### src/rtl/i2c_eeprom_wp.sv
module i2c_eeprom_wp #(
  parameter logic [3:0] MEM_TYPE = 4'b1010,
  parameter logic [3:0] CTL_TYPE = 4'b0110,
  parameter int AW = 8,
  parameter int LOCK_TOP = 128
) (
  input  logic       clk,
  input  logic       por_n,
  input  logic       scl,
  input  logic       sda_in,
  output logic       sda_oe,
  input  logic [2:0] strap,
  input  logic       hv_detect
);
  localparam int DEPTH = 1 << AW;
  localparam logic [7:0] CMD_REV = 8'h01, CMD_PERM = 8'h02, CMD_CLR = 8'h03;

  typedef enum logic [2:0] {S_IDLE, S_DEV, S_ADDR, S_WDATA, S_CMD, S_ACK, S_RDATA, S_RACK} st_t;
  st_t state, nxt;

  logic [2:0]    scl_q, sda_q;
  logic [3:0]    bitcnt;
  logic [7:0]    shreg;
  logic [7:0]    mem [DEPTH];
  logic [AW-1:0] addr;
  logic          rev_lock, mack;
  logic          perm_lock = 1'b0;

  wire scl_rise  = scl_q[1] & ~scl_q[2];
  wire scl_fall  = ~scl_q[1] & scl_q[2];
  wire start_c   = scl_q[1] & scl_q[2] & ~sda_q[1] & sda_q[2];
  wire stop_c    = scl_q[1] & scl_q[2] & sda_q[1] & ~sda_q[2];
  wire byte_done = scl_fall && bitcnt == 4'd8;
  wire sel_match = shreg[3:1] == strap;
  wire mem_sel   = shreg[7:4] == MEM_TYPE && sel_match;
  wire ctl_sel   = shreg[7:4] == CTL_TYPE && sel_match && !shreg[0] && hv_detect;
  wire low_hit   = int'(addr) < LOCK_TOP;
  wire cmd_ok    = shreg == CMD_REV || shreg == CMD_PERM || (shreg == CMD_CLR && !perm_lock);
  wire [7:0] rd_byte = mem[addr];

  always_ff @(posedge clk)
    if (por_n && state == S_WDATA && byte_done && !((rev_lock | perm_lock) && low_hit))
      mem[addr] <= shreg;

  always_ff @(posedge clk)
    if (por_n && state == S_CMD && byte_done && shreg == CMD_PERM)
      perm_lock <= 1'b1;

  always_ff @(posedge clk) begin
    if (!por_n) begin
      scl_q    <= 3'b111;
      sda_q    <= 3'b111;
      state    <= S_IDLE;
      nxt      <= S_IDLE;
      bitcnt   <= '0;
      shreg    <= '0;
      addr     <= '0;
      rev_lock <= 1'b0;
      mack     <= 1'b0;
      sda_oe   <= 1'b0;
    end else begin
      scl_q <= {scl_q[1:0], scl};
      sda_q <= {sda_q[1:0], sda_in};
      if (start_c) begin
        state  <= S_DEV;
        bitcnt <= '0;
        sda_oe <= 1'b0;
      end else if (stop_c) begin
        state  <= S_IDLE;
        sda_oe <= 1'b0;
      end else begin
        case (state)
          S_DEV, S_ADDR, S_WDATA, S_CMD:
            if (scl_rise) begin
              shreg  <= {shreg[6:0], sda_q[1]};
              bitcnt <= bitcnt + 4'd1;
            end else if (byte_done) begin
              bitcnt <= '0;
              state  <= S_ACK;
              sda_oe <= 1'b1;
              nxt    <= S_WDATA;
              case (state)
                S_DEV:
                  if (mem_sel) nxt <= shreg[0] ? S_RDATA : S_ADDR;
                  else if (ctl_sel) nxt <= S_CMD;
                  else begin
                    state  <= S_IDLE;
                    sda_oe <= 1'b0;
                  end
                S_ADDR:  addr <= shreg[AW-1:0];
                S_WDATA: addr <= addr + 1'b1;
                S_CMD:
                  if (!cmd_ok) begin
                    state  <= S_IDLE;
                    sda_oe <= 1'b0;
                  end else begin
                    nxt <= S_IDLE;
                    if (shreg == CMD_REV) rev_lock <= 1'b1;
                    if (shreg == CMD_CLR) rev_lock <= 1'b0;
                  end
                default: ;
              endcase
            end
          S_ACK:
            if (scl_fall) begin
              bitcnt <= '0;
              state  <= nxt;
              sda_oe <= 1'b0;
              if (nxt == S_RDATA) begin
                shreg  <= rd_byte;
                sda_oe <= ~rd_byte[7];
                addr   <= addr + 1'b1;
              end
            end
          S_RDATA:
            if (scl_rise) begin
              shreg  <= {shreg[6:0], 1'b0};
              bitcnt <= bitcnt + 4'd1;
            end else if (scl_fall) begin
              if (bitcnt == 4'd8) begin
                sda_oe <= 1'b0;
                state  <= S_RACK;
              end else sda_oe <= ~shreg[7];
            end
          S_RACK:
            if (scl_rise) mack <= ~sda_q[1];
            else if (scl_fall) begin
              if (mack) begin
                state  <= S_RDATA;
                bitcnt <= '0;
                shreg  <= rd_byte;
                sda_oe <= ~rd_byte[7];
                addr   <= addr + 1'b1;
              end else state <= S_IDLE;
            end
          default: ;
        endcase
      end
    end
  end
endmodule

### config.mk
export PLATFORM = sky130hd
export DESIGN_NAME = i2c_eeprom_wp
export DESIGN_NICKNAME = d
export VERILOG_FILES = /design/src/rtl/i2c_eeprom_wp.sv
export SDC_FILE = /design/constraint.sdc
export NUM_CORES = 2
export LEC_CHECK = 0
export BUFFER_PORTS_ARGS = -buffer_cell sky130_fd_sc_hd__buf_2
export CORE_UTILIZATION = 60
export DETAILED_ROUTE_END_ITERATION = 7
export GPL_TIMING_DRIVEN = 0
export PLACE_DENSITY = 0.76
export SYNTH_ARGS = -nofsm -noshare
export SYNTH_HDL_FRONTEND = slang
export SYNTH_SLANG_ARGS = --single-unit
### constraint.sdc
create_clock -name clk -period 9.8 [get_ports clk]
set_input_delay 0.49 -clock clk [delete_from_list [all_inputs] [get_ports clk]]
set_output_delay 0.49 -clock clk [all_outputs]
set_load 0.01 [all_outputs]
== Word-level counts from Yosys, hierarchy flattened ==
Memories as Yosys holds them, arrays and structs flattened. A register that Yosys moved wholly into a read port is not among the register bits.
Index checks and enable logic that the tools add are counted.
Word-level totals
  latch bits: 0
  input bits: 8
  memory bits (read-only): 0
  output and inout bits: 1
  flip-flop bits (word level): 34
  bits in writable memories: 2048
  word-level logic and storage cells: 157
  memories: 1
Cells by class
  multiplexer cells: 65
  div/mod/pow operators: 0
  reductions and logical operators: 25
  multipliers: 0
  eq/ne operators: 36
  bitwise gates (word level): 17
  add/subtract/negate cells: 2
  shifts and indexed selects: 0
  $lt $le $gt $ge: 1
Memory list
  mem: depth 256, width 8, read ports 1, clocked after memory_dff 1, wr ports 1, RTL line 24  | logic [7:0] mem [DEPTH];
Operators by type and width (number)
  2-to-1 mux 8 bit: 16
  2-to-1 mux 3 bit: 15
  != test 4 bit (second input constant): 8
  case mux 8 bit (4 select lines): 1
  2-to-1 mux 4 bit: 7
  AND reduction 9 bit: 3
  != test 2 bit (second input constant): 12
  case mux 8 bit (3 select lines): 1
  2-to-1 mux 1 bit: 17
  case mux 4 bit (4 select lines): 1
  case mux 8 bit (2 select lines): 1
  == test 3 bit (second input constant): 5
  case mux 3 bit (2 select lines): 2
  case mux 3 bit (4 select lines): 1
  AND reduction 11 bit: 1
  NOT 1 bit: 10
  AND reduction 10 bit: 1
  adder 8 x 1 -> 8 bit (second input constant): 1
  == test 4 bit (second input constant): 2
  == test 8 x 1 -> 1 bit (second input constant): 1
  == test 8 x 2 -> 1 bit (second input constant): 1
  logical AND 1 bit: 8
  less-than comparator 8 bit (second input constant): 1
  AND reduction 8 bit: 1
  20 further kinds: 29

== Logic depth before layout (Yosys ltp) ==
  depth in word-level cells: 12
  gate-level depth with buffers: 13
  depth with buffers taken out: 9

== Worst setup path after synthesis ==
No wires, ideal clock.
  path type: register -> register
  from: register shreg[2]
  to: register sda_oe
  path slack: 4.679 ns
  library setup time: 0.070 ns
  data arrival time: 5.051 ns
  stages on the path, launching flop included: 8
  path buffers: 0
  clock period less this slack: 5.121 ns
  required time: 9.730 ns
  cell sequence: dfxtp_1 xor2_1 nor4_1 a21oi_1 o21ai_0 nor2_1 a211o_1 a21oi_1
On the way
  cells in the longest elaborated chain, start to end: 10
  elaborated cells on any way between the ends: 15
  those cells by class: eq/ne (3); mux (7); reduce/logical (5)
RTL lines
  from (decl): RTL line 23  | logic [7:0] shreg;
  from (signal assigned): RTL line 75  | shreg <= {shreg[6:0], sda_q[1]};
  from (signal assigned): RTL line 110  | shreg <= rd_byte;
  from (signal assigned): RTL line 117  | shreg <= {shreg[6:0], 1'b0};
  == test 3 bit: RTL line 34  | wire sel_match = shreg[3:1] == strap;
  logical AND 1 bit (3 in a row): RTL line 36  | wire ctl_sel = shreg[7:4] == CTL_TYPE && sel_match && !shreg[0] && hv_detect;
  2-to-1 mux 1 bit: RTL line 85  | else if (ctl_sel) nxt <= S_CMD;
  2-to-1 mux 1 bit: RTL line 84  | if (mem_sel) nxt <= shreg[0] ? S_RDATA : S_ADDR;
  case mux 1 bit (2 select lines) *: RTL line 82  | case (state)
  2-to-1 mux 1 bit *: RTL line 77  | end else if (byte_done) begin
  2-to-1 mux 1 bit *: RTL line 74  | if (scl_rise) begin
  case mux 1 bit (4 select lines) *: RTL line 72  | case (state)
  to (signal assigned): RTL line 111  | sda_oe <= ~rd_byte[7];
  to (signal assigned): RTL line 123  | end else sda_oe <= ~shreg[7];
  to (signal assigned): RTL line 132  | sda_oe <= ~rd_byte[7];
  to (decl): RTL line 11  | output logic sda_oe,
Every way passes the cells marked *; elsewhere a longest branch is shown, timed or not. The select of a mux whose other input is x is not followed.
A chain may end at the register's enable or synchronous reset.

==> results.yml <==
pwr:
  ir_drop_mv: 0.164
  p_int_mw: 14.3
  p_total_mw: 17.8
  comb_power_share_pct: 1.2
  power_density_mw_per_mm2: 189
  power.share.clock_pct: 43.1
  switching_share_pct: 19.8
  seqPwrFrac_pct: 55.7
  p_switching_mw: 3.54
  p_leak_nw: 29.7
synthesis:
  postSynthAreaPerCell_um2: 20.9
  yosysTopAreaCell: "edfxtp_1"
  ys_seq_area_share_pct: 76.6
  netlist_instances: 3888
  synth-seq-cells: 2090
  synthTopCellsByArea: "edfxtp_1, mux4_2, mux2i_1"
  ys.warnings.count: 0
  synth_edf_count: 2048
  synth.top_cell.area_share_pct: 75.6
  synth_cell_type_count: 74
  yosysMostFrequentCell: "edfxtp_1"
  synth-main-ff-cell: "edfxtp_1"
  syn-cell-area_mm2: 0.0813
  yosys-top-cells-count: "edfxtp_1, mux4_2, nor2_1, mux2i_1, nand2_1"
  async_flop_share_pct: 0
critical_path:
  worst_ep_arrival_time_ns: 6.37
  endpoint_kind: "flip-flop"
  crit_path_start_kind: "flip-flop"
  crit_required_ns: 10.45
  crit_type: "reg2reg"
  crit_fanout: 10
cts:
  cts_root_buf: "clkbuf_16"
  numCtsBuffers: 201
  clk_latency_ns: 0.84
  clk_path_buf_depth: 3
  cts-htree-levels: 4
  cts.sinks: 2090
  cts_tree: "done"
  ctsResizeCount: 0
  clk_pin_slew_ns: 0.06
  cts-hold-fix-buffers: 2
  post_cts_buffers: 0
die:
  core_area_mm2: 0.134
  die_area_mm2: 0.137
  num_rows: 134
  fp.dieW_um: 370
  die_h_um: 370
  start_util_pct: 60.7
  ios: 9
place:
  pre_cts_ws_ns: 4.41
  gp_congestion: 1.01
  portBuffers: 8
  place_area_mm2: 0.0882
  dpl.hpwl_um: 163000
  place_inst: 6714
routing:
  dr.pass1.iters: 8
  wl_per_cell_um: 35.9
  routed-via-count: 46502
  drt-initial-drc-count: 8214
  viasPerCell: 6.54
  routed_wirelength_um: 255000
  drc: 0
  ant_nets: 0
timing:
  setup_viol: 0
  slew_viol_final: 84
  period_share_pct: 58.4
  timing.hold.ws_ns: 0.139
  totalNegativeSetupSlack_ns: 0
  finClkSkew_ns: 0.0436
  worst_slew_pin_slew_ns: 1.65
  min_period_ns: 5.72
  setup_ws_ns: 4.08
  rsz0062_at_grt: "no"
  relSlewSlack_pct: -9.71
  max_clock_freq_mhz: 175
  hold_viol: 0
status:
  violations: "max-capacitance violations, max-slew violations"
  status: "finished with violations"
hold_path:
  hold_path.class: "in2reg"
global_route:
  antenna_found_initial: 21
  track_usage_pct: 37.7
  overflow: 0
  grt_pass1_wl_um: 343000
  first_global_vias: 44573
  grt_max_degree: 109
layout:
  fin_cells: 7106
  layout-drive-gt1-share_pct: 18.2
  fin_nets: 5166
  syn2layout_area_growth_pct: 16.4
  fin_util_pct: 70.7
  fillerInstances: 8259
  final_area_mm2: 0.0947
run:
  max_cap_viol_count: 8
-- cell type report --
type	instances	area (um^2)	share of cell area, %
Buffer	217	1440	1.52
Timing Repair Buffer	38	711	0.751
Antenna cell	10	25.0	0.0264
Multi-Input combinational cell	2591	21400	22.6
Sequential cell	2090	62400	65.9
Clock inverter	120	1090	1.15
Clock buffer	259	5360	5.66
Tap cell	1768	2210	2.34
Inverter	13	48.8	0.0515
-- power groups by stage --
stage	Sequential [mW]	Combinational (mW)	Clock, mW
3_5_place_dp	10.1	0.189	0
2_1_floorplan	10.1	0.138	0
6_report	9.95	0.213	7.68
5_1_grt	9.96	0.235	7.99
4_1_cts	9.95	0.191	7.66
3_3_place_gp	10.1	0.170	0
-- flip-flops by register name, summed over array words and instances (netlist names), 3 cells and up, named ones only --
register  cells
mem        2048
state         3
bitcnt        4
sda_q         3
addr          8
shreg         8
nxt           3
scl_q         3
-- critical path, stage by stage, from the launching register on --
cell and delay [ns]:
dfxtp_1 0.66, clkbuf_1 0.67, clkbuf_1 1.02, buf_1 1.24, o221ai_1 0.37, o21ai_0 0.30, a21oi_1 0.19, o31ai_1 0.81
a41oi_1 0.24
-- final timing paths --
check / start / to / slack [ns] / cells past startpoint
max: flip-flop / shreg[6] / 4.08 / 8
min: por_n / state[1] / 0.14 / 3
max reg2reg: flip-flop / shreg[6] / 4.08 / 8
min reg2reg: sda_q[0] / sda_q[1] / 0.43 / 1
-- kinds of logic (layout without fill, tap and decap cells) --
| logic type | Yosys count | count (layout) | synth area share (%) |
|---|---|---|---|
| flip-flops | 2090 | 2090 | 76.6 |
| multiplexers | 616 | 616 | 14.8 |
| AND/OR/NAND/NOR | 513 | 513 | 2.98 |
| AO/OA/AOI/OAI | 426 | 426 | 3.61 |
| buffers and inverters | 230 | 647 | 1.81 |
| adder cells (fa/ha/maj) | 6 | 6 | 0.0923 |
| XOR/XNOR | 6 | 6 | 0.0646 |
| other | 1 | 1034 | 0.00461 |
-- cells in the final DEF, fill, tap and decap left out, types with 15 or more instances in the layout --
cell       instances
nor2b_1           32
nand2_1          120
mux2i_1          133
a211oi_1          18
o21ai_0           55
a21oi_1           71
buf_4             28
clkbuf_16        205
bufinv_16         18
buf_16            20
edfxtp_1        2048
buf_6             39
mux4_2           468
buf_2             59
conb_1          1024
mux2_2            15
a22oi_1           55
o22ai_1           74
nor3_1            26
nand3_1           43
a221oi_1          19
clkinv_1          46
a31oi_1           18
a22o_1            16
nand2b_1          28
dfxtp_1           34
clkinv_2          40
and2_1            18
clkbuf_1         124
nor2_1           179
-- metal layers --
metal	part of all wire (%)	wire length, um	global-route usage, %	vias up
met5	0.11	288	1.22	-
met4	7.9	20100	25.1	12
li1	-	-	-	17821
met1	33	83700	47.5	23655
met3	16	41000	15.5	891
met2	43	110000	53.7	4123
No activity file was read; power rests on OpenSTA's default activity.
